[src/rtl/dts_pkg.sv]
package dts_pkg;
    typedef enum logic [2:0] {
        ST_IDLE,
        ST_SHIFT,
        ST_INIT,
        ST_SETTLE,
        ST_LAUNCH,
        ST_CAPTURE,
        ST_COMPARE,
        ST_DONE
    } dts_state_e;
endpackage

[src/rtl/dts_scan_chain.sv]
module dts_scan_chain #(
    parameter int N_IN = 8
) (
    input  logic            clk,
    input  logic            rst_n,
    input  logic            shift_en,
    input  logic            si,
    input  logic            force_en,
    input  logic [N_IN-1:0] set_vec,
    input  logic [N_IN-1:0] clr_vec,
    input  logic            load_en,
    output logic [N_IN-1:0] latch_q
);
    logic [N_IN-1:0] chain_q;

    always_ff @(posedge clk) begin
        if (!rst_n)        chain_q <= '0;
        else if (shift_en) chain_q <= {chain_q[N_IN-2:0], si};
    end

    always_ff @(posedge clk) begin
        if (!rst_n)        latch_q <= '0;
        else if (force_en) latch_q <= (latch_q | set_vec) & ~clr_vec;
        else if (load_en)  latch_q <= chain_q;
    end

    AST_LOAD_TAKES_CHAIN: assert property (@(posedge clk) disable iff (!rst_n)
        (load_en && !force_en) |=> latch_q == $past(chain_q));
    AST_FORCE_APPLIES: assert property (@(posedge clk) disable iff (!rst_n)
        (force_en && (set_vec == ~clr_vec)) |=> latch_q == $past(set_vec));
endmodule

[src/rtl/dts_result.sv]
module dts_result #(
    parameter int CNT_W = 16,
    parameter int IDX_W = 8
) (
    input  logic             clk,
    input  logic             rst_n,
    input  logic             clear,
    input  logic             cmp_en,
    input  logic             expect_bit,
    input  logic             got_bit,
    input  logic [IDX_W-1:0] idx,
    output logic [CNT_W-1:0] fail_count,
    output logic             fail_flag,
    output logic [IDX_W-1:0] first_idx
);
    always_ff @(posedge clk) begin
        if (!rst_n || clear) begin
            fail_count <= '0;
            fail_flag  <= 1'b0;
            first_idx  <= '0;
        end else if (cmp_en && (expect_bit != got_bit)) begin
            if (fail_count != '1) fail_count <= fail_count + 1'b1;
            fail_flag <= 1'b1;
            if (!fail_flag) first_idx <= idx;
        end
    end

    AST_FLAG_STICKY: assert property (@(posedge clk) disable iff (!rst_n)
        (fail_flag && !clear) |=> fail_flag);
    AST_FIRST_FROZEN: assert property (@(posedge clk) disable iff (!rst_n)
        (fail_flag && !clear) |=> $stable(first_idx));
    AST_COUNT_HOLDS: assert property (@(posedge clk) disable iff (!rst_n)
        (!clear && !cmp_en) |=> $stable(fail_count));
endmodule

[src/rtl/dly_test_seq.sv]
module dly_test_seq #(
    parameter int N_IN  = 8,
    parameter int SET_W = 8,
    parameter int IDX_W = 8,
    parameter int CNT_W = 16
) (
    input  logic             clk,
    input  logic             rst_n,
    input  logic             start,
    input  logic [IDX_W-1:0] num_tests,
    input  logic [N_IN-1:0]  parity,
    input  logic [SET_W-1:0] settle_cycles,
    input  logic             src_bit,
    input  logic             src_tag,
    output logic             src_shift,
    output logic [N_IN-1:0]  net_in,
    output logic             launch,
    output logic             capture,
    input  logic             net_out,
    output logic             busy,
    output logic             done,
    output logic [CNT_W-1:0] fail_count,
    output logic             fail_flag,
    output logic [IDX_W-1:0] first_fail_idx
);
    import dts_pkg::*;

    localparam int SH_W = $clog2(N_IN + 1);
    localparam logic [SH_W-1:0] SH_LAST = SH_W'(N_IN - 1);

    dts_state_e       state, state_nx;
    logic [SH_W-1:0]  sh_cnt;
    logic [SET_W-1:0] st_cnt;
    logic [IDX_W-1:0] test_idx;
    logic             tag_q, cap_q, cur_tag, go;
    logic [N_IN-1:0]  pattern;

    assign go      = start && ((state == ST_IDLE) || (state == ST_DONE));
    assign cur_tag = (state == ST_SHIFT && sh_cnt == '0) ? src_tag : tag_q;
    assign pattern = cur_tag ? parity : ~parity;

    always_comb begin
        state_nx = state;
        unique case (state)
            ST_IDLE, ST_DONE: if (go) state_nx = (num_tests == '0) ? ST_DONE : ST_SHIFT;
            ST_SHIFT:   if (sh_cnt == SH_LAST) state_nx = ST_INIT;
            ST_INIT:    state_nx = ST_SETTLE;
            ST_SETTLE:  if (st_cnt == settle_cycles) state_nx = ST_LAUNCH;
            ST_LAUNCH:  state_nx = ST_CAPTURE;
            ST_CAPTURE: state_nx = ST_COMPARE;
            ST_COMPARE: state_nx = (test_idx == num_tests - 1'b1) ? ST_DONE : ST_SHIFT;
            default:    state_nx = ST_IDLE;
        endcase
    end

    always_ff @(posedge clk) begin
        if (!rst_n) begin
            state    <= ST_IDLE;
            sh_cnt   <= '0;
            st_cnt   <= '0;
            test_idx <= '0;
            tag_q    <= 1'b0;
            cap_q    <= 1'b0;
        end else begin
            state <= state_nx;
            if (go) test_idx <= '0;
            if (state == ST_SHIFT) begin
                sh_cnt <= (sh_cnt == SH_LAST) ? '0 : sh_cnt + 1'b1;
                if (sh_cnt == '0) tag_q <= src_tag;
            end
            if (state == ST_INIT)    st_cnt <= '0;
            if (state == ST_SETTLE)  st_cnt <= st_cnt + 1'b1;
            if (state == ST_CAPTURE) cap_q <= net_out;
            if (state == ST_COMPARE && state_nx == ST_SHIFT) test_idx <= test_idx + 1'b1;
        end
    end

    always_comb begin
        src_shift = (state == ST_SHIFT);
        launch    = (state == ST_LAUNCH);
        capture   = (state == ST_CAPTURE);
        busy      = (state != ST_IDLE) && (state != ST_DONE);
        done      = (state == ST_DONE);
    end

    dts_scan_chain #(.N_IN(N_IN)) u_chain (
        .clk      (clk),
        .rst_n    (rst_n),
        .shift_en (src_shift),
        .si       (src_bit),
        .force_en ((state == ST_SHIFT) || (state == ST_INIT)),
        .set_vec  (pattern),
        .clr_vec  (~pattern),
        .load_en  (launch),
        .latch_q  (net_in)
    );

    dts_result #(.CNT_W(CNT_W), .IDX_W(IDX_W)) u_res (
        .clk        (clk),
        .rst_n      (rst_n),
        .clear      (go),
        .cmp_en     (state == ST_COMPARE),
        .expect_bit (tag_q),
        .got_bit    (cap_q),
        .idx        (test_idx),
        .fail_count (fail_count),
        .fail_flag  (fail_flag),
        .first_idx  (first_fail_idx)
    );

    AST_CAPTURE_AFTER_LAUNCH: assert property (@(posedge clk) disable iff (!rst_n)
        launch |=> capture);
    AST_LAUNCH_FROM_SETTLE: assert property (@(posedge clk) disable iff (!rst_n)
        $rose(launch) |-> $past(state) == ST_SETTLE);
    AST_SHIFT_RUN_BOUNDED: assert property (@(posedge clk) disable iff (!rst_n)
        (src_shift && sh_cnt == SH_LAST) |=> !src_shift);
endmodule

[config.mk]
export PLATFORM = sky130hd
export DESIGN_NAME = dly_test_seq
export DESIGN_NICKNAME = d
export VERILOG_FILES = /design/src/rtl/dts_pkg.sv /design/src/rtl/dts_scan_chain.sv /design/src/rtl/dts_result.sv /design/src/rtl/dly_test_seq.sv
export SDC_FILE = /design/constraint.sdc
export NUM_CORES = 1
export LEC_CHECK = 0
export BUFFER_PORTS_ARGS = -buffer_cell sky130_fd_sc_hd__buf_4
export CELL_PAD_IN_SITES_DETAIL_PLACEMENT = 1
export CELL_PAD_IN_SITES_GLOBAL_PLACEMENT = 2
export CORE_ASPECT_RATIO = 0.75
export CORE_UTILIZATION = 29
export CTS_CLUSTER_SIZE = 28
export DETAILED_ROUTE_END_ITERATION = 6
export PLACE_DENSITY = 0.87
export SLEW_MARGIN = 20
export SYNTH_ARGS = -nofsm -noshare
export SYNTH_HDL_FRONTEND = slang
export SYNTH_SLANG_ARGS = --single-unit
[constraint.sdc]
create_clock -name clk -period 2.2 [get_ports clk]
set_input_delay 0.11 -clock clk [delete_from_list [all_inputs] [get_ports clk]]
set_output_delay 0.11 -clock clk [all_outputs]
set_load 0.01 [all_outputs]
==> impl_metrics.json, run 1 <==
{
  "status": "complete, no violations",
  "avgRoutedWirePerCell_um": 14.94,
  "p_comb_share_pct": 9.5,
  "clk_latency_ns": 0.34,
  "synth_area_leader_cell": "dfxtp_1",
  "switching_share_pct": 23.01,
  "final.setup.worst_slack_ns": 0.07275,
  "crit_type": "flip-flop to flip-flop",
  "crit_path_end_kind": "flip-flop",
  "grt_overflow": 0,
  "skew_ns": 0.004010,
  "core_area_sq_um": 11740,
  "area_growth_pct": 30.27,
  "clockRootBuffer": "clkbuf_16",
  "internal_power_mw": 2.312,
  "hpwl_mm": 7.348,
  "place.gp.congestion": 0.8616,
  "firstDrtPassIters": 4,
  "antenna_found_initial": 0,
  "path_clk_slew_ns": 0.05,
  "num_rows": 34,
  "switchingPower_mw": 0.6909,
  "clock-sinks": 66,
  "ys_seq_elements": 66,
  "tightest_slew_ns": 0.6471,
  "min_period_ns": 2.127,
  "holdPathEnd": "cap_q",
  "grt_pass1_vias": 3322,
  "reg2regPathDepth": 7,
  "min_path_cells": 3,
  "design_area_sq_um": 4609,
  "synth_area_leaders": "dfxtp_1 (37%), xor2_1 (8.2%), nand2_1 (6.7%)",
  "n_antenna_cell": 0,
  "netlist_area_sq_um": 3538,
  "ios": 68,
  "syn_inst": 422,
  "first_iter_violations": 124,
  "yosys_warnings": 0,
  "cp.arrival_ns": 2.36,
  "p_leak_nw": 1.921,
  "clockBufferDepth": 2,
  "relSlewSlack_pct": 56.86,
  "dpl_cell_area_sq_um": 4294,
  "die_area_sq_um": 12650,
  "ant_nets": 0,
  "ys_types": 52,
  "syn-num-nets": 459,
  "postCtsSetupBuffers": 0,
  "tns_ns": 0,
  "ys_seq_area_share_pct": 37.34,
  "num_vias": 3238,
  "grt_max_degree": 37,
  "avgSynthCellArea_sq_um": 8.385,
  "r2r-start": "test_idx[7]",
  "pre_cts_ws_ns": -0.07270,
  "hold_violations": 0,
  "drt-total-wl_mm": 9.893,
  "finalPower_mw": 3.003,
  "synth_top_area_share_pct": 37.34,
  "routed_via_density": 4.891,
  "worstPathRequired_ns": 2.43,
  "max_freq_mhz": 470.1,
  "die_h_um": 97.66,
  "peakVddDrop_mv": 0.4101,
  "grt_pass1_wl_mm": 16.29,
  "cp_max_fo": 5,
  "cts_hold_buffers": 0,
  "cts_buffers": 9,
  "fin_cells": 662,
  "timing.rr.end": "state[2]",
  "drc": 0,
  "synth_enable_flop_cells": 0,
  "start_util_pct": 30.14,
  "drv_cap": 0,
  "pwr-share-clk_pct": 49.4,
  "setup_viol": 0,
  "seqPwrFrac_pct": 41.1,
  "dieWidth_um": 129.5,
  "htreeDepth": 3,
  "portBuffers": 67,
  "period_share_pct": 96.69,
  "dp_cells": 647,
  "async_flop_share_pct": 0,
  "holdCritStartpoint": "net_out",
  "cp-start-kind": "flip-flop",
  "nFillCells": 1420,
  "synth_flop_cell": "dfxtp_1",
  "reg2reg_slack_ns": 0.07,
  "powerDensity_nw_per_um2": 651.4,
  "cts_tree": "done",
  "grt_use_total_pct": 16.69,
  "finalNetCount": 533,
  "slew_viol_final": 0,
  "hold_class": "primary input to flip-flop",
  "drive_gt1_share_pct": 23.40
}
-- state kept, by name, indices dropped and copies added, names as in the netlist --
| name | count |
|---|---|
| u_res.first_idx | 8 |
| st_cnt | 8 |
| u_chain.latch_q | 8 |
| cap_q | 1 |
| sh_cnt | 4 |
| test_idx | 8 |
| tag_q | 1 |
| state | 3 |
| u_chain.chain_q | 8 |
| u_res.fail_flag | 1 |
| u_res.fail_count | 16 |
-- power groups by stage --
stage | clock network (mW) | registers [mW] | logic, mW
final | 1.48 | 1.24 | 0.284
after CTS | 1.52 | 1.23 | 0.288
after global routing | 1.58 | 1.24 | 0.315
after global placement | 0 | 1.26 | 0.275
after floorplan | 0 | 1.26 | 0.151
after detailed placement | 0 | 1.26 | 0.286
-- synthesized netlist by cell type, types with 3 or more instances --
master	instances
nand2_1	63
a21oi_1	21
ha_1	7
inv_1	7
mux2i_1	12
nand3_1	18
nor4_1	7
nor2b_1	7
xnor2_1	10
clkbuf_1	16
xor2_1	33
buf_2	3
nand4_1	5
o21ai_1	4
dfxtp_1	66
a221o_1	3
o211a_1	10
o21ai_0	17
a21boi_0	11
and3_1	3
a22o_1	3
buf_1	3
nand2b_1	8
and2_1	5
nor2_1	29
nor3_1	10
or3_1	6
-- how the worst max path moves through the flow --
stage                  from     endpoint  slack (ns)  cells past startpoint
4_1_cts         test_idx[7]     state[2]       0.008                      7
6_report        test_idx[7]     state[2]        0.07                      7
2_1_floorplan  num_tests[0]  test_idx[2]        0.08                      9
3_3_place_gp   num_tests[1]  test_idx[5]        0.04                     10
5_1_grt         test_idx[7]     state[2]       -0.01                      7
3_5_place_dp   num_tests[1]  test_idx[4]       -0.07                     10
-- cell type report --
cell class              count  area (sq um)  share of cell area [%]
multi-input cells         323          2091                   45.36
flip-flops and latches     66          1324                   28.72
repair buffers             87         653.1                   14.17
clock buffers              13         270.3                   5.863
well taps                 162         202.7                   4.397
clock inverters             2         35.03                  0.7600
inverters                   9         33.78                  0.7329
-- repair_timing --
| item | CTS | global route |
|---|---|---|
| endpoints found under the hold margin | 0 | 0 |
| setup endpoints to repair | 0 | 1 |
| resized for setup | 0 | 3 |
-- logic make-up (layout without fill, tap and decap cells) --
| kind of cell | after synthesis | in the layout | share of synthesized area, % |
|---|---|---|---|
| and+or+nand+nor | 175 | 175 | 24.47 |
| AOI/OAI and AO/OA | 84 | 84 | 16.69 |
| DFF | 66 | 66 | 37.34 |
| xor gates and xnor gates | 43 | 43 | 10.64 |
| buffers and inverters | 33 | 111 | 4.031 |
| muxes | 14 | 14 | 4.349 |
| adders and majority gates | 7 | 7 | 2.475 |
-- placed cells by master (no fill, tap or decap), types with 3 or more instances in the layout --
cell type	count
xor2_1	32
nor2_1	29
and3_1	3
nor2b_1	7
a21oi_1	21
o211a_1	10
clkbuf_8	3
inv_1	7
nand2_1	63
o21ai_1	3
buf_4	87
a22o_1	3
mux2i_1	12
o21ai_0	17
a221o_1	3
and2_1	5
nand2b_1	8
xnor2_1	10
dfxtp_1	64
clkbuf_16	9
nand3_1	18
nor3_1	10
nor4_1	7
a21boi_0	11
ha_1	7
or3_1	6
nand4_1	5
-- per-stage QoR --
step / util (%) / hold WS (ns)
floorplan: - / 0.2549
global placement: 36.57 / 0.3854
detailed placement: 36.57 / 0.4001
CTS: 39.17 / 0.04257
global route: 39.26 / 0.03792
finish: 39.26 / 0.04447
-- critical path: stages, from the launching register on --
cell and delay, ns:
dfxtp_2 0.35, xor2_2 0.25, a2111oi_2 0.10, a311oi_2 0.36, a2111oi_2 0.13, buf_4 0.17
or3_1 0.39, o31a_1 0.28
-- routing by layer --
metal  vias up  part of all wire [%]  track usage, %
met5         -                     0               0
met4         0                  0.98           4.293
met3         8                   4.9           6.167
met2        57                    46           27.01
met1      1559                    48           20.75
li1       1614                     -               -
Power figures use the tool's default switching activity.
==> run 2: changes to the inputs <==
--- a/config.mk
+++ b/config.mk
@@ -5,14 +5,15 @@
 export SDC_FILE = /design/constraint.sdc
 export NUM_CORES = 1
 export LEC_CHECK = 0
+export ABC_AREA = 1
 export BUFFER_PORTS_ARGS = -buffer_cell sky130_fd_sc_hd__buf_4
 export CELL_PAD_IN_SITES_DETAIL_PLACEMENT = 1
 export CELL_PAD_IN_SITES_GLOBAL_PLACEMENT = 2
 export CORE_ASPECT_RATIO = 0.75
-export CORE_UTILIZATION = 29
+export CORE_UTILIZATION = 28
 export CTS_CLUSTER_SIZE = 28
 export DETAILED_ROUTE_END_ITERATION = 6
-export PLACE_DENSITY = 0.87
+export PLACE_DENSITY = 0.88
 export SLEW_MARGIN = 20
 export SYNTH_ARGS = -nofsm -noshare
 export SYNTH_HDL_FRONTEND = slang
==> run 2 against run 1 <==
Net effect:
- setup slack better by 0.14 ns
- power up 4.0%
- first-iteration DRC count up 32%
- routed wire length up 2.6%
- maximum frequency up 7.1%
- core utilization down 2.0 points
- die area up 6.5%
- critical path depth up 4
- via count up 9.9%
- clock power up 5%
- critical path type unchanged
- largest cell class unchanged
==> impl_metrics.json, run 2 <==
{
  "tns_ns": 0,
  "die_area_sq_um": 13470,
  "portBuffers": 67,
  "max_freq_mhz": 503.4,
  "drc": 0,
  "n_antenna_cell": 0,
  "powerDensity_nw_per_um2": 671.0,
  "relSlewSlack_pct": 51.99,
  "synth.most_common_cell": "nand2_1",
  "synth_flop_cell": "dfxtp_1",
  "p_comb_share_pct": 10.1,
  "hold_violations": 0,
  "p_leak_nw": 1.944,
  "crit_path_end_kind": "flip-flop",
  "cp-start-kind": "flip-flop",
  "syn-num-nets": 553,
  "multiInputGateArea_sq_um": 1987,
  "clk_latency_ns": 0.34,
  "cp_max_fo": 13,
  "hpwl_mm": 7.799,
  "grt_pass1_vias": 3686,
  "postCtsSetupBuffers": 0,
  "area_growth_pct": 27.80,
  "period_share_pct": 90.30,
  "finalNetCount": 625,
  "htreeDepth": 3,
  "cts_tree": "done",
  "ant_nets": 0,
  "netlist_area_sq_um": 3641,
  "switchingPower_mw": 0.7426,
  "synth_area_leader_cell": "dfxtp_1",
  "grt_pass1_wl_mm": 17.44,
  "clock-sinks": 66,
  "start_util_pct": 29.17,
  "place.gp.congestion": 0.7964,
  "dieWidth_um": 133.7,
  "peakVddDrop_mv": 0.3629,
  "status": "complete, no violations",
  "routed_via_density": 4.689,
  "regMostFlops": "u_res.fail_count",
  "avgSynthCellArea_sq_um": 7.056,
  "cts_buffers": 9,
  "synth_area_leaders": "dfxtp_1 (36%), nand2_1 (12%), a21oi_1 (6.6%)",
  "worstPathRequired_ns": 2.47,
  "ys_types": 45,
  "yosys_warnings": 0,
  "largest_register_ffs": 16,
  "min_period_ns": 1.987,
  "cp.arrival_ns": 2.26,
  "firstDrtPassIters": 4,
  "clockRootBuffer": "clkbuf_16",
  "die_h_um": 100.8,
  "regArea_sq_um": 1321,
  "switching_share_pct": 23.78,
  "clockBufferDepth": 2,
  "ys_seq_area_share_pct": 36.29,
  "slew_viol_final": 0,
  "path_clk_slew_ns": 0.05,
  "internal_power_mw": 2.380,
  "cts_hold_buffers": 0,
  "final_cell_mix": "nand2_1 (116), buf_4 (73), dfxtp_1 (66)",
  "grt_max_degree": 22,
  "core_area_sq_um": 12480,
  "avgRoutedWirePerCell_um": 13.37,
  "drv_cap": 0,
  "antenna_found_initial": 0,
  "rsz0062_at_grt": "false",
  "synth_common_cells": "nand2_1 (116), dfxtp_1 (66), inv_1 (63)",
  "skew_ns": 0.003749,
  "nFillCells": 1565,
  "ios": 68,
  "drt-total-wl_mm": 10.15,
  "drive_gt1_share_pct": 20.40,
  "seqPwrFrac_pct": 40.1,
  "grt_use_total_pct": 16.35,
  "tightest_slew_ns": 0.7147,
  "first_iter_violations": 164,
  "num_vias": 3559,
  "hold_class": "primary input to flip-flop",
  "synth_top_area_share_pct": 36.29,
  "pwr-share-clk_pct": 49.8,
  "mostFrequentLayoutCell": "nand2_1",
  "whs_ns": 0.04837,
  "cts_resized": 0,
  "crit_type": "flip-flop to flip-flop",
  "num_rows": 35,
  "async_flop_share_pct": 0,
  "grt_overflow": 0,
  "ys_seq_elements": 66,
  "syn_inst": 516,
  "setup_viol": 0,
  "synth_enable_flop_cells": 0
}
## run 2: cell count changes in the layout (fill, tap and decap cells not counted), sizes merged, moves of 19 or more
cell | before | now
inv | 9 | 68
nand2 | 63 | 122
a21oi | 22 | 49
nand3 | 18 | 40
xor2 | 33 | 11
nor2 | 30 | 49
## run 2: area by class of cell
cell class                      instances  share of cell area [%]
Inverter                               71                   5.808
Clock buffer                           10                   5.136
Timing Repair Buffer                   73                   11.78
Clock inverter                          6                   1.721
Tap cell                              166                   4.464
Multi-Input combinational cell        367                   42.70
Sequential cell                        66                   28.39
## run 2: power by group through the flow
stage               Sequential (mW)  Combinational [mW]  Clock, mW
floorplan                      1.28               0.188          0
global placement               1.28               0.311          0
detailed placement             1.28               0.319          0
CTS                            1.25               0.321       1.59
global route                   1.26               0.359       1.65
finish                         1.25               0.316       1.55
## run 2: logic make-up after synthesis
logic type	Yosys count	synth area share [%]
and+or+nand+nor	234	29.86
xor gates and xnor gates	32	7.698
buffers and inverters	83	9.141
DFF	66	36.29
adders and majority gates	7	2.405
AOI/OAI and AO/OA	94	14.61
## run 2: per-stage QoR
step                      setup WS (ns)  instances  instance area (sq um)  utilization [%]  power [mW]
final                            0.2134        759                   4653            37.28       3.122
after global placement           0.3795        743                   4334            34.73       1.588
after CTS                        0.1882        759                   4653            37.28       3.167
after detailed placement         0.2193        743                   4334            34.73       1.597
after global routing            0.02672        759                   4653            37.28       3.266
after floorplan                  0.5606        516                   3641                -       1.469
## run 2: critical path: stages, from the launching register on
cell and delay (ns):
dfxtp_1 0.43, ha_1 0.21, nand3_1 0.11, inv_1 0.07
nand4_1 0.18, o21ai_4 0.42, inv_4 0.12, nand3_2 0.10
nor2_1 0.06, nand2_1 0.07, nand2_1 0.05, nor2_1 0.10
## run 2: per-layer routing
metal  global-route usage (%)  up-vias  share of wire, %
met2                    27.40       64                47
met1                    20.36     1671                48
met3                    5.128        9               4.4
met5                        0        -                 0
met4                    4.196        0              0.83
li1                         -     1815                 -
## run 2: worst paths after layout
check                           cells after the start                 from  slack [ns]                   to
worst max-delay path                               11  u_res.fail_count[0]        0.21  u_res.fail_count[7]
worst min-delay path                                3              net_out        0.05                cap_q
worst max register to register                     11  u_res.fail_count[0]        0.21  u_res.fail_count[7]
worst min register to register                      2   u_chain.chain_q[7]        0.46   u_chain.chain_q[7]
